$ cat config.mk
export PLATFORM = sky130hd
export DESIGN_NAME = trap_vector_unit
export DESIGN_NICKNAME = d
export VERILOG_FILES = /design/src/rtl/tvu_pkg.sv /design/src/rtl/tvu_csr_file.sv /design/src/rtl/tvu_irq_arbiter.sv /design/src/rtl/tvu_trap_target.sv /design/src/rtl/trap_vector_unit.sv
export SDC_FILE = /design/constraint.sdc
export NUM_CORES = 1
export LEC_CHECK = 0
export BUFFER_PORTS_ARGS = -buffer_cell sky130_fd_sc_hd__buf_2
export CAP_MARGIN = 20
export CORE_MARGIN = 2
export CORE_UTILIZATION = 25
export CTS_BUF_LIST = sky130_fd_sc_hd__clkbuf_16
export DETAILED_ROUTE_END_ITERATION = 12
export SYNTH_ARGS = -nofsm -noshare
export SYNTH_HDL_FRONTEND = slang
export SYNTH_SLANG_ARGS = --single-unit
$ cat constraint.sdc
create_clock -name clk -period 2.9 [get_ports clk]
set_clock_uncertainty 0.2 [all_clocks]
set_input_delay 0.145 -clock clk [delete_from_list [all_inputs] [get_ports clk]]
set_output_delay 0.145 -clock clk [all_outputs]
set_load 0.005 [all_outputs]
$ cat src/rtl/tvu_pkg.sv
package tvu_pkg;

  typedef enum logic [1:0] {
    SEL_TVEC = 2'd0,
    SEL_IE   = 2'd1,
    SEL_IP   = 2'd2,
    SEL_NONE = 2'd3
  } csr_sel_e;

  localparam logic [1:0] MODE_DIRECT = 2'd0;
  localparam logic [1:0] MODE_VECTOR = 2'd1;

  localparam int CODE_USI = 0;
  localparam int CODE_SSI = 1;
  localparam int CODE_MSI = 3;
  localparam int CODE_MTI = 7;
  localparam int CODE_MEI = 11;

  localparam int NUM_IRQ = 4;
  // highest priority first
  localparam int IRQ_CODE [NUM_IRQ] = '{CODE_MEI, CODE_MSI, CODE_MTI, CODE_SSI};

endpackage

$ cat src/rtl/tvu_csr_file.sv
module tvu_csr_file
  import tvu_pkg::*;
#(
  parameter int XLEN = 32
) (
  input  logic            clk,
  input  logic            rst,
  input  logic            csr_we,
  input  logic [1:0]      csr_sel,
  input  logic [XLEN-1:0] csr_wdata,
  input  logic            irq_timer,
  input  logic            irq_soft,
  input  logic            irq_ext,
  output logic [XLEN-1:0] base_addr,
  output logic            vec_mode,
  output logic [XLEN-1:0] ie_vec,
  output logic [XLEN-1:0] ip_vec,
  output logic [XLEN-1:0] csr_rdata
);

  function automatic logic [XLEN-1:0] build_mask();
    logic [XLEN-1:0] m;
    m = '0;
    for (int i = 0; i < NUM_IRQ; i++) m[IRQ_CODE[i]] = 1'b1;
    return m;
  endfunction

  localparam logic [XLEN-1:0] IRQ_MASK = build_mask();

  logic [XLEN-3:0] base_q;
  logic [1:0]      mode_q;
  logic [XLEN-1:0] ie_q;
  logic            ssip_q;

  assign base_addr = {base_q, 2'b00};
  assign vec_mode  = (mode_q == MODE_VECTOR);
  assign ie_vec    = ie_q;

  always_comb begin
    ip_vec           = '0;
    ip_vec[CODE_SSI] = ssip_q;
    ip_vec[CODE_MSI] = irq_soft;
    ip_vec[CODE_MTI] = irq_timer;
    ip_vec[CODE_MEI] = irq_ext;
  end

  always_ff @(posedge clk) begin
    if (rst) begin
      base_q <= '0;
      mode_q <= MODE_DIRECT;
      ie_q   <= '0;
      ssip_q <= 1'b0;
    end else if (csr_we) begin
      case (csr_sel_e'(csr_sel))
        SEL_TVEC: begin
          base_q <= csr_wdata[XLEN-1:2];
          if (csr_wdata[1:0] == MODE_DIRECT || csr_wdata[1:0] == MODE_VECTOR)
            mode_q <= csr_wdata[1:0];
        end
        SEL_IE:  ie_q   <= csr_wdata & IRQ_MASK;
        SEL_IP:  ssip_q <= csr_wdata[CODE_SSI];
        default: ;
      endcase
    end
  end

  always_ff @(posedge clk) begin
    if (rst) csr_rdata <= '0;
    else begin
      case (csr_sel_e'(csr_sel))
        SEL_TVEC: csr_rdata <= {base_q, mode_q};
        SEL_IE:   csr_rdata <= ie_q;
        SEL_IP:   csr_rdata <= ip_vec;
        default:  csr_rdata <= '0;
      endcase
    end
  end


  mode_keep_chk: assert property (@(posedge clk) disable iff (rst)
    (csr_we && csr_sel == SEL_TVEC && csr_wdata[1]) |=> $stable(mode_q));


  ip_ignore_chk: assert property (@(posedge clk) disable iff (rst)
    (csr_we && csr_sel != SEL_IP) |=> $stable(ssip_q));

endmodule

$ cat src/rtl/tvu_irq_arbiter.sv
module tvu_irq_arbiter
  import tvu_pkg::*;
#(
  parameter int XLEN   = 32,
  parameter int CODE_W = 4
) (
  input  logic              clk,
  input  logic              rst,
  input  logic [XLEN-1:0]   ie_vec,
  input  logic [XLEN-1:0]   ip_vec,
  input  logic              glob_ie,
  output logic              irq_valid,
  output logic [CODE_W-1:0] irq_code
);

  logic [XLEN-1:0] active;

  always_comb begin
    active    = ie_vec & ip_vec;
    irq_valid = 1'b0;
    irq_code  = '0;
    if (glob_ie) begin
      for (int i = NUM_IRQ - 1; i >= 0; i--) begin
        if (active[IRQ_CODE[i]]) begin
          irq_valid = 1'b1;
          irq_code  = CODE_W'(IRQ_CODE[i]);
        end
      end
    end
  end


  gate_off_chk: assert property (@(posedge clk) disable iff (rst)
    !glob_ie |-> !irq_valid);


  ext_first_chk: assert property (@(posedge clk) disable iff (rst)
    (glob_ie && ie_vec[CODE_MEI] && ip_vec[CODE_MEI]) |-> (irq_valid && irq_code == CODE_W'(CODE_MEI)));

endmodule

$ cat src/rtl/tvu_trap_target.sv
module tvu_trap_target
  import tvu_pkg::*;
#(
  parameter int XLEN   = 32,
  parameter int CODE_W = 4
) (
  input  logic              clk,
  input  logic              rst,
  input  logic              exc_req,
  input  logic [CODE_W-1:0] exc_cause,
  input  logic              irq_valid,
  input  logic [CODE_W-1:0] irq_code,
  input  logic              glob_ie,
  input  logic [XLEN-1:0]   base_addr,
  input  logic              vec_mode,
  output logic              trap_taken,
  output logic [XLEN-1:0]   trap_cause,
  output logic [XLEN-1:0]   trap_pc
);

  localparam int PAD_W = XLEN - 1 - CODE_W;

  logic [XLEN-1:0] vec_offset;
  assign vec_offset = XLEN'(irq_code) << 2;

  always_ff @(posedge clk) begin
    if (rst) begin
      trap_taken <= 1'b0;
      trap_cause <= '0;
      trap_pc    <= '0;
    end else if (exc_req) begin
      trap_taken <= 1'b1;
      trap_cause <= {1'b0, {PAD_W{1'b0}}, exc_cause};
      trap_pc    <= base_addr;
    end else if (irq_valid) begin
      trap_taken <= 1'b1;
      trap_cause <= {1'b1, {PAD_W{1'b0}}, irq_code};
      trap_pc    <= vec_mode ? base_addr + vec_offset : base_addr;
    end else begin
      trap_taken <= 1'b0;
    end
  end


  exc_wins_chk: assert property (@(posedge clk) disable iff (rst)
    exc_req |=> (trap_taken && !trap_cause[XLEN-1]));


  exc_base_chk: assert property (@(posedge clk) disable iff (rst)
    exc_req |=> (trap_pc == $past(base_addr)));


  no_usi_chk: assert property (@(posedge clk) disable iff (rst)
    (trap_taken && trap_cause[XLEN-1]) |-> (trap_cause[CODE_W-1:0] != CODE_W'(CODE_USI)));


  irq_gated_chk: assert property (@(posedge clk) disable iff (rst)
    (trap_taken && trap_cause[XLEN-1]) |-> $past(glob_ie));

endmodule

$ cat src/rtl/trap_vector_unit.sv
module trap_vector_unit
  import tvu_pkg::*;
#(
  parameter int XLEN   = 32,
  parameter int CODE_W = 4
) (
  input  logic              clk,
  input  logic              rst,
  input  logic              csr_we,
  input  logic [1:0]        csr_sel,
  input  logic [XLEN-1:0]   csr_wdata,
  output logic [XLEN-1:0]   csr_rdata,
  input  logic              irq_timer,
  input  logic              irq_soft,
  input  logic              irq_ext,
  input  logic              glob_ie,
  input  logic              exc_req,
  input  logic [CODE_W-1:0] exc_cause,
  output logic              trap_taken,
  output logic [XLEN-1:0]   trap_cause,
  output logic [XLEN-1:0]   trap_pc
);

  logic [XLEN-1:0]   base_addr;
  logic              vec_mode;
  logic [XLEN-1:0]   ie_vec;
  logic [XLEN-1:0]   ip_vec;
  logic              irq_valid;
  logic [CODE_W-1:0] irq_code;

  tvu_csr_file #(.XLEN(XLEN)) u_csr (
    .clk       (clk),
    .rst       (rst),
    .csr_we    (csr_we),
    .csr_sel   (csr_sel),
    .csr_wdata (csr_wdata),
    .irq_timer (irq_timer),
    .irq_soft  (irq_soft),
    .irq_ext   (irq_ext),
    .base_addr (base_addr),
    .vec_mode  (vec_mode),
    .ie_vec    (ie_vec),
    .ip_vec    (ip_vec),
    .csr_rdata (csr_rdata)
  );

  tvu_irq_arbiter #(.XLEN(XLEN), .CODE_W(CODE_W)) u_arb (
    .clk       (clk),
    .rst       (rst),
    .ie_vec    (ie_vec),
    .ip_vec    (ip_vec),
    .glob_ie   (glob_ie),
    .irq_valid (irq_valid),
    .irq_code  (irq_code)
  );

  tvu_trap_target #(.XLEN(XLEN), .CODE_W(CODE_W)) u_tgt (
    .clk        (clk),
    .rst        (rst),
    .exc_req    (exc_req),
    .exc_cause  (exc_cause),
    .irq_valid  (irq_valid),
    .irq_code   (irq_code),
    .glob_ie    (glob_ie),
    .base_addr  (base_addr),
    .vec_mode   (vec_mode),
    .trap_taken (trap_taken),
    .trap_cause (trap_cause),
    .trap_pc    (trap_pc)
  );

endmodule

**Yosys cells after proc, flatten, opt, wreduce, memory -nomap -nowiden**

Cells that the tools add are included.

- Register bits: 107
- Logic and storage cells: 43

- Add/subtract/negate cells: 1
- Eq/ne operators: 4
- Multiplexer cells: 18
- Bitwise logic cells: 1
- Reductions and logical operators: 9

Operator list:

| cell | number |
|---|---|
| 2-to-1 mux 32 bit | 3 |
| one-hot mux 32 bit (3 select lines) | 1 |
| adder 32 x 6 -> 32 bit | 1 |
| 2-to-1 mux 4 bit | 4 |
| AND 12 bit | 1 |
| 2-to-1 mux 1 bit | 8 |
| equality test 2 x 1 -> 1 bit (second input constant) | 3 |
| 2-to-1 mux 3 bit | 2 |
| AND reduction 2 bit | 3 |
| logical NOT 2 bit | 2 |
| AND reduction 3 bit | 1 |
| equality test 2 bit (second input constant) | 1 |
| nonzero test 2 bit | 1 |
| OR reduction 2 bit | 1 |
| logical OR 1 bit | 1 |

**Longest topological paths before layout**

- Word-level depth: 10
- Mapped depth: 10
- Mapped depth without buffers: 9

**Modules after synthesis**

Synthesis repeated with hierarchy kept, for this count alone.

- Cell total of the unflattened synthesis: 582
- Area total of the unflattened synthesis: 5,069.9 µm²

Modules (own cells, without submodules):

| module | instances | cells each | area an instance (µm²) |
|---|---|---|---|
| tvu_csr_file | 1 | 302 | 2,751.4 |
| tvu_trap_target | 1 | 272 | 2,262.2 |
| tvu_irq_arbiter | 1 | 8 | 56.3 |

**Worst setup path after synthesis**

No wires, ideal clock.

- Path type: register to register
- Start point: register u_csr.ie_q[3] (netlist: u_csr.ie_vec[3])
- End point: register u_tgt.trap_pc[12]
- Library setup time: 0.080 ns
- Data arrival time: 2.632 ns
- Data required time: 2.620 ns
- Slack: -0.012 ns
- Stages on the path, launching flop included: 11
- Path buffers: 1
- Clock period less this slack: 2.912 ns
- Cells stage by stage: dfxtp_1 -> a222oi_1 -> a21boi_1 -> ha_1 -> fa_1 -> nand3_1 -> and2_1 -> buf_1 -> nor3_1 -> xnor2_1 -> a211oi_2

- Longest elaborated chain between the ends: 8

Ends and longest elaborated chain:

| element | line | RTL |
|---|---|---|
| start, declared | tvu_csr_file.sv:32 | `logic [XLEN-1:0] ie_q;` |
| start signal, assigned | tvu_csr_file.sv:60 | `SEL_IE: ie_q <= csr_wdata & IRQ_MASK;` |
| AND 12 bit * | tvu_irq_arbiter.sv:19 | `active = ie_vec & ip_vec;` |
| 2-to-1 mux 3 bit | tvu_irq_arbiter.sv:24 | `if (active[IRQ_CODE[i]]) begin` |
| 2-to-1 mux 4 bit | tvu_irq_arbiter.sv:24 |  |
| 2-to-1 mux 4 bit | tvu_irq_arbiter.sv:22 | `if (glob_ie) begin` |
| adder 32 x 6 -> 32 bit | tvu_trap_target.sv:38 | `trap_pc <= vec_mode ? base_addr + vec_offset : base_addr;` |
| 2-to-1 mux 32 bit | tvu_trap_target.sv:38 |  |
| 2-to-1 mux 32 bit | tvu_trap_target.sv:35 | `end else if (irq_valid) begin` |
| 2-to-1 mux 32 bit | tvu_trap_target.sv:31 | `end else if (exc_req) begin` |
| end signal, assigned | tvu_trap_target.sv:34 | `trap_pc <= base_addr;` |
| end signal, assigned | tvu_trap_target.sv:38 |  |
| end, declared | tvu_trap_target.sv:18 | `output logic [XLEN-1:0] trap_pc` |

Every way passes the cells marked *; elsewhere a longest branch is shown, timed or not. The select of a mux whose other input is x is not followed.
A chain may end at the register's enable or synchronous reset.

**Final worst setup path**

- Start point: input port irq_soft
- End point: register u_tgt.trap_pc[31]

- Longest elaborated chain between the ends: 8

Ends and longest elaborated chain:

| element | line | RTL |
|---|---|---|
| start, declared | trap_vector_unit.sv:14 | `input logic irq_soft,` |
| AND 12 bit * | tvu_irq_arbiter.sv:19 |  |
| 2-to-1 mux 3 bit | tvu_irq_arbiter.sv:24 |  |
| 2-to-1 mux 4 bit | tvu_irq_arbiter.sv:24 |  |
| 2-to-1 mux 4 bit | tvu_irq_arbiter.sv:22 |  |
| adder 32 x 6 -> 32 bit | tvu_trap_target.sv:38 |  |
| 2-to-1 mux 32 bit | tvu_trap_target.sv:38 |  |
| 2-to-1 mux 32 bit | tvu_trap_target.sv:35 |  |
| 2-to-1 mux 32 bit | tvu_trap_target.sv:31 |  |

Marked as above.

==> impl_metrics.json <==
{
  "status": "finished, final reports clean",
  "drt-initial-drc-count": 231,
  "crit_buf_inv": 4,
  "endpoint_kind": "flip-flop",
  "clk_latency_ps": 360,
  "synth_cell_types": 49,
  "core.rowCount": 50,
  "areaGrowthSynthToFinish_pct": 30.47,
  "drive_gt1_share_pct": 28.12,
  "fin_util_pct": 33.05,
  "synth_warnings": 0,
  "overflow": 0,
  "cts_tree": "yes",
  "p_int_uw": 2239,
  "r2r_setup_slack_ps": 210,
  "crit_chain": "dlygate4sd3_1 > buf_2 > a222oi_1 > buf_4 > nor2b_2 > ha_1 > a211o_1 > a21oi_2 > buf_6 > nor3_1 > a31o_2 > a311oi_1",
  "yosysSeqAreaShare_pct": 44.52,
  "firstDrtPassIters": 4,
  "setup_viol": 0,
  "ir_worst_vdd_mv": 0.2592,
  "arrival_ps": 2860,
  "clock_path_buffers": 2,
  "track_usage_pct": 13.11,
  "report.final.slew_viol_count": 0,
  "min_path_type": "input port to flip-flop",
  "r2r-end": "u_tgt.trap_pc[31]$_SDFFE_PP0P_",
  "finalCritPeriodShare_pct": 96.01,
  "core_area_um2": 18640,
  "max_freq_ghz": 0.3591,
  "period_minus_slack_ps": 2784,
  "power.share.clock_pct": 39.2,
  "globalplace.congestion": 0.7715,
  "startpoint": "irq_soft",
  "worstMarginPinSlew_ps": 616.2,
  "synth_edf_count": 0,
  "via_per_inst": 4.393,
  "drv_cap": 0,
  "synth_seq_cells": 105,
  "stdcell_area_um2": 6161,
  "syn_area_per_cell_um2": 9.169,
  "cts.sinks": 105,
  "root_buffer": "clkbuf_16",
  "synthArstFlopShare_pct": 0,
  "hold_viol": 0,
  "final_common_cell": "buf_2",
  "required_ps": 2970,
  "dieArea_um2": 20000,
  "worst-setup-path-type": "input port to flip-flop",
  "die_w_um": 141.4,
  "via_count": 3949,
  "wl_per_cell_um": 14.27,
  "power_density_nw_per_um2": 491.9,
  "grt_antenna_before_repair": 0,
  "crit_path_end": "u_tgt.trap_pc[31]$_SDFFE_PP0P_",
  "synth_ff_type": "dfxtp_1",
  "p_sw_uw": 791.9,
  "p_seq_share_pct": 50.5,
  "cpPeakStageDelay_ps": 520,
  "htreeDepth": 3,
  "critPathLaunchType": "input port",
  "nets": 711,
  "path_max_fanout": 13,
  "die_y_um": 141.4,
  "grt_pass1_vias": 3704,
  "layout_common_cells": "buf_2 (113), dfxtp_1 (105), nand2_1 (75)",
  "io-pin-count": 143,
  "combinationalPowerShare_pct": 10.4,
  "switching_share_pct": 26.13,
  "drt_wl_total_um": 12830,
  "syn_area_um2": 4722,
  "io_buffers": 113,
  "n_fill_cell": 1972,
  "clk_pin_slew_ps": 80,
  "cp.depth": 12,
  "diodes": 0,
  "crit_path_top_delay_cell": "dlygate4sd3_1",
  "grt_pass1_wl_um": 20180,
  "power.leakage_uw": 0.002507,
  "r2r_cells": 10,
  "grt_max_degree": 47,
  "ant_nets": 0,
  "max_slew_margin_pct": 58.92,
  "r2r-start": "u_csr.ie_vec[3]$_SDFFE_PP0P_",
  "cts_buffers": 9,
  "start_util_pct": 25.33,
  "rsz0062_at_grt": "yes",
  "dpl-instance-area_um2": 5419,
  "synthCells": 515,
  "dp_hpwl_um": 9163,
  "crit_family": "compound AO/OA/AOI/OAI gates",
  "drcViolationCount": 0
}
power by group through the flow:
stage	Clock [µW]	Combinational [µW]	Sequential, µW
2_1_floorplan	0	185	1560
3_3_place_gp	0	271	1560
3_5_place_dp	0	273	1560
4_1_cts	1240	317	1530
5_1_grt	1300	352	1540
6_report	1190	315	1530
how the worst min path moves through the flow:
stage | startpoint | endpoint | slack (ps) | cells past startpoint
after floorplan | csr_wdata[31] | u_csr.base_q[29]$_SDFFE_PP0P_ | 80 | 2
after detailed placement | csr_wdata[0] | u_csr.mode_q[0]$_SDFFE_PP0P_ | 190 | 3
after CTS | csr_sel[1] | u_csr.csr_rdata[3]$_SDFF_PP0_ | 10 | 4
final | csr_sel[1] | u_csr.csr_rdata[7]$_SDFF_PP0_ | 30 | 4
after global routing | csr_sel[1] | u_csr.csr_rdata[11]$_SDFF_PP0_ | 40 | 4
after global placement | csr_wdata[0] | u_csr.mode_q[0]$_SDFFE_PP0P_ | 190 | 3
per-stage QoR:
stage               setup slack, ps  total power (µW)  hold slack, ps  TNS (ps)  instances
finish                        115.6              3031           26.18         0        899
global route                 -37.21              3187           37.34    -70.12        899
CTS                           15.13              3084           11.95         0        898
detailed placement            168.9              1837           191.4         0        839
global placement              184.3              1834           187.9         0        839
floorplan                     183.9              1744           80.97         0        543
final cells by class:
cell class	instances	area, µm²	area share (%)
Multi-Input combinational cell	371	2342	38.02
Sequential cell	105	2102	34.12
Timing Repair Buffer	169	1122	18.22
Tap cell	234	292.8	4.752
Clock buffer	9	225.2	3.656
Clock inverter	7	61.31	0.9951
Inverter	4	15.01	0.2437
state kept, by name, summed over array words and instances (netlist names):
| name | flops |
|---|---|
| u_tgt.trap_taken | 1 |
| u_csr.csr_rdata | 32 |
| u_csr.base_q | 30 |
| u_csr.mode_q | 2 |
| u_csr.ssip_q | 1 |
| u_tgt.trap_cause | 5 |
| u_csr.ie_vec | 4 |
| u_tgt.trap_pc | 30 |
cells in the mapped netlist (all sizes together), types with 8 or more instances:
master / n / share of area [%]
nor4: 10 / 2.6
buf: 43 / 6.6
nor2: 49 / 3.9
and2: 30 / 4.0
nor3: 8 / 0.85
nand2: 76 / 6.0
dfxtp: 105 / 45
a211oi: 28 / 6.6
clkbuf: 20 / 1.6
xnor2: 23 / 4.3
mux2i: 11 / 2.3
a21oi: 43 / 4.6
cells by family (layout without fill, tap and decap cells):
logic type               Yosys count  in the layout  synth area share (%)
flip-flops                       105            105                 44.52
buffers and inverters             67            189                 8.505
multiplexers                      11             11                 2.332
adder cells (fa/ha/maj)            5              5                 1.484
AO/OA/AOI/OAI                     86             86                 13.67
other                              1             29               0.07942
AND/OR/NAND/NOR                  215            215                 24.77
XOR/XNOR                          25             25                 4.637
timing repair:
item,in CTS,in global routing
endpoints found under the hold margin,45,0
setup buffers,0,1
gates resized for setup,0,6
endpoints found under the setup margin,0,26
hold buffers,43,0
worst reg2reg max path, stage by stage (launching register included):
cell and delay [ps]:
dfxtp_1 330, a222oi_1 330, buf_4 180, nor2b_2 50
ha_1 320, a211o_1 300, a21oi_2 140, buf_6 190
nor3_1 80, a31o_2 260, a311oi_1 230
routing by layer:
metal / track usage (%) / part of all wire [%]
met1: 15.91 / 44
met2: 22.92 / 49
met5: 0 / 0
met3: 3.577 / 5.6
met4: 3.474 / 1.0
Note: power is estimated with default switching activity, not from simulation.
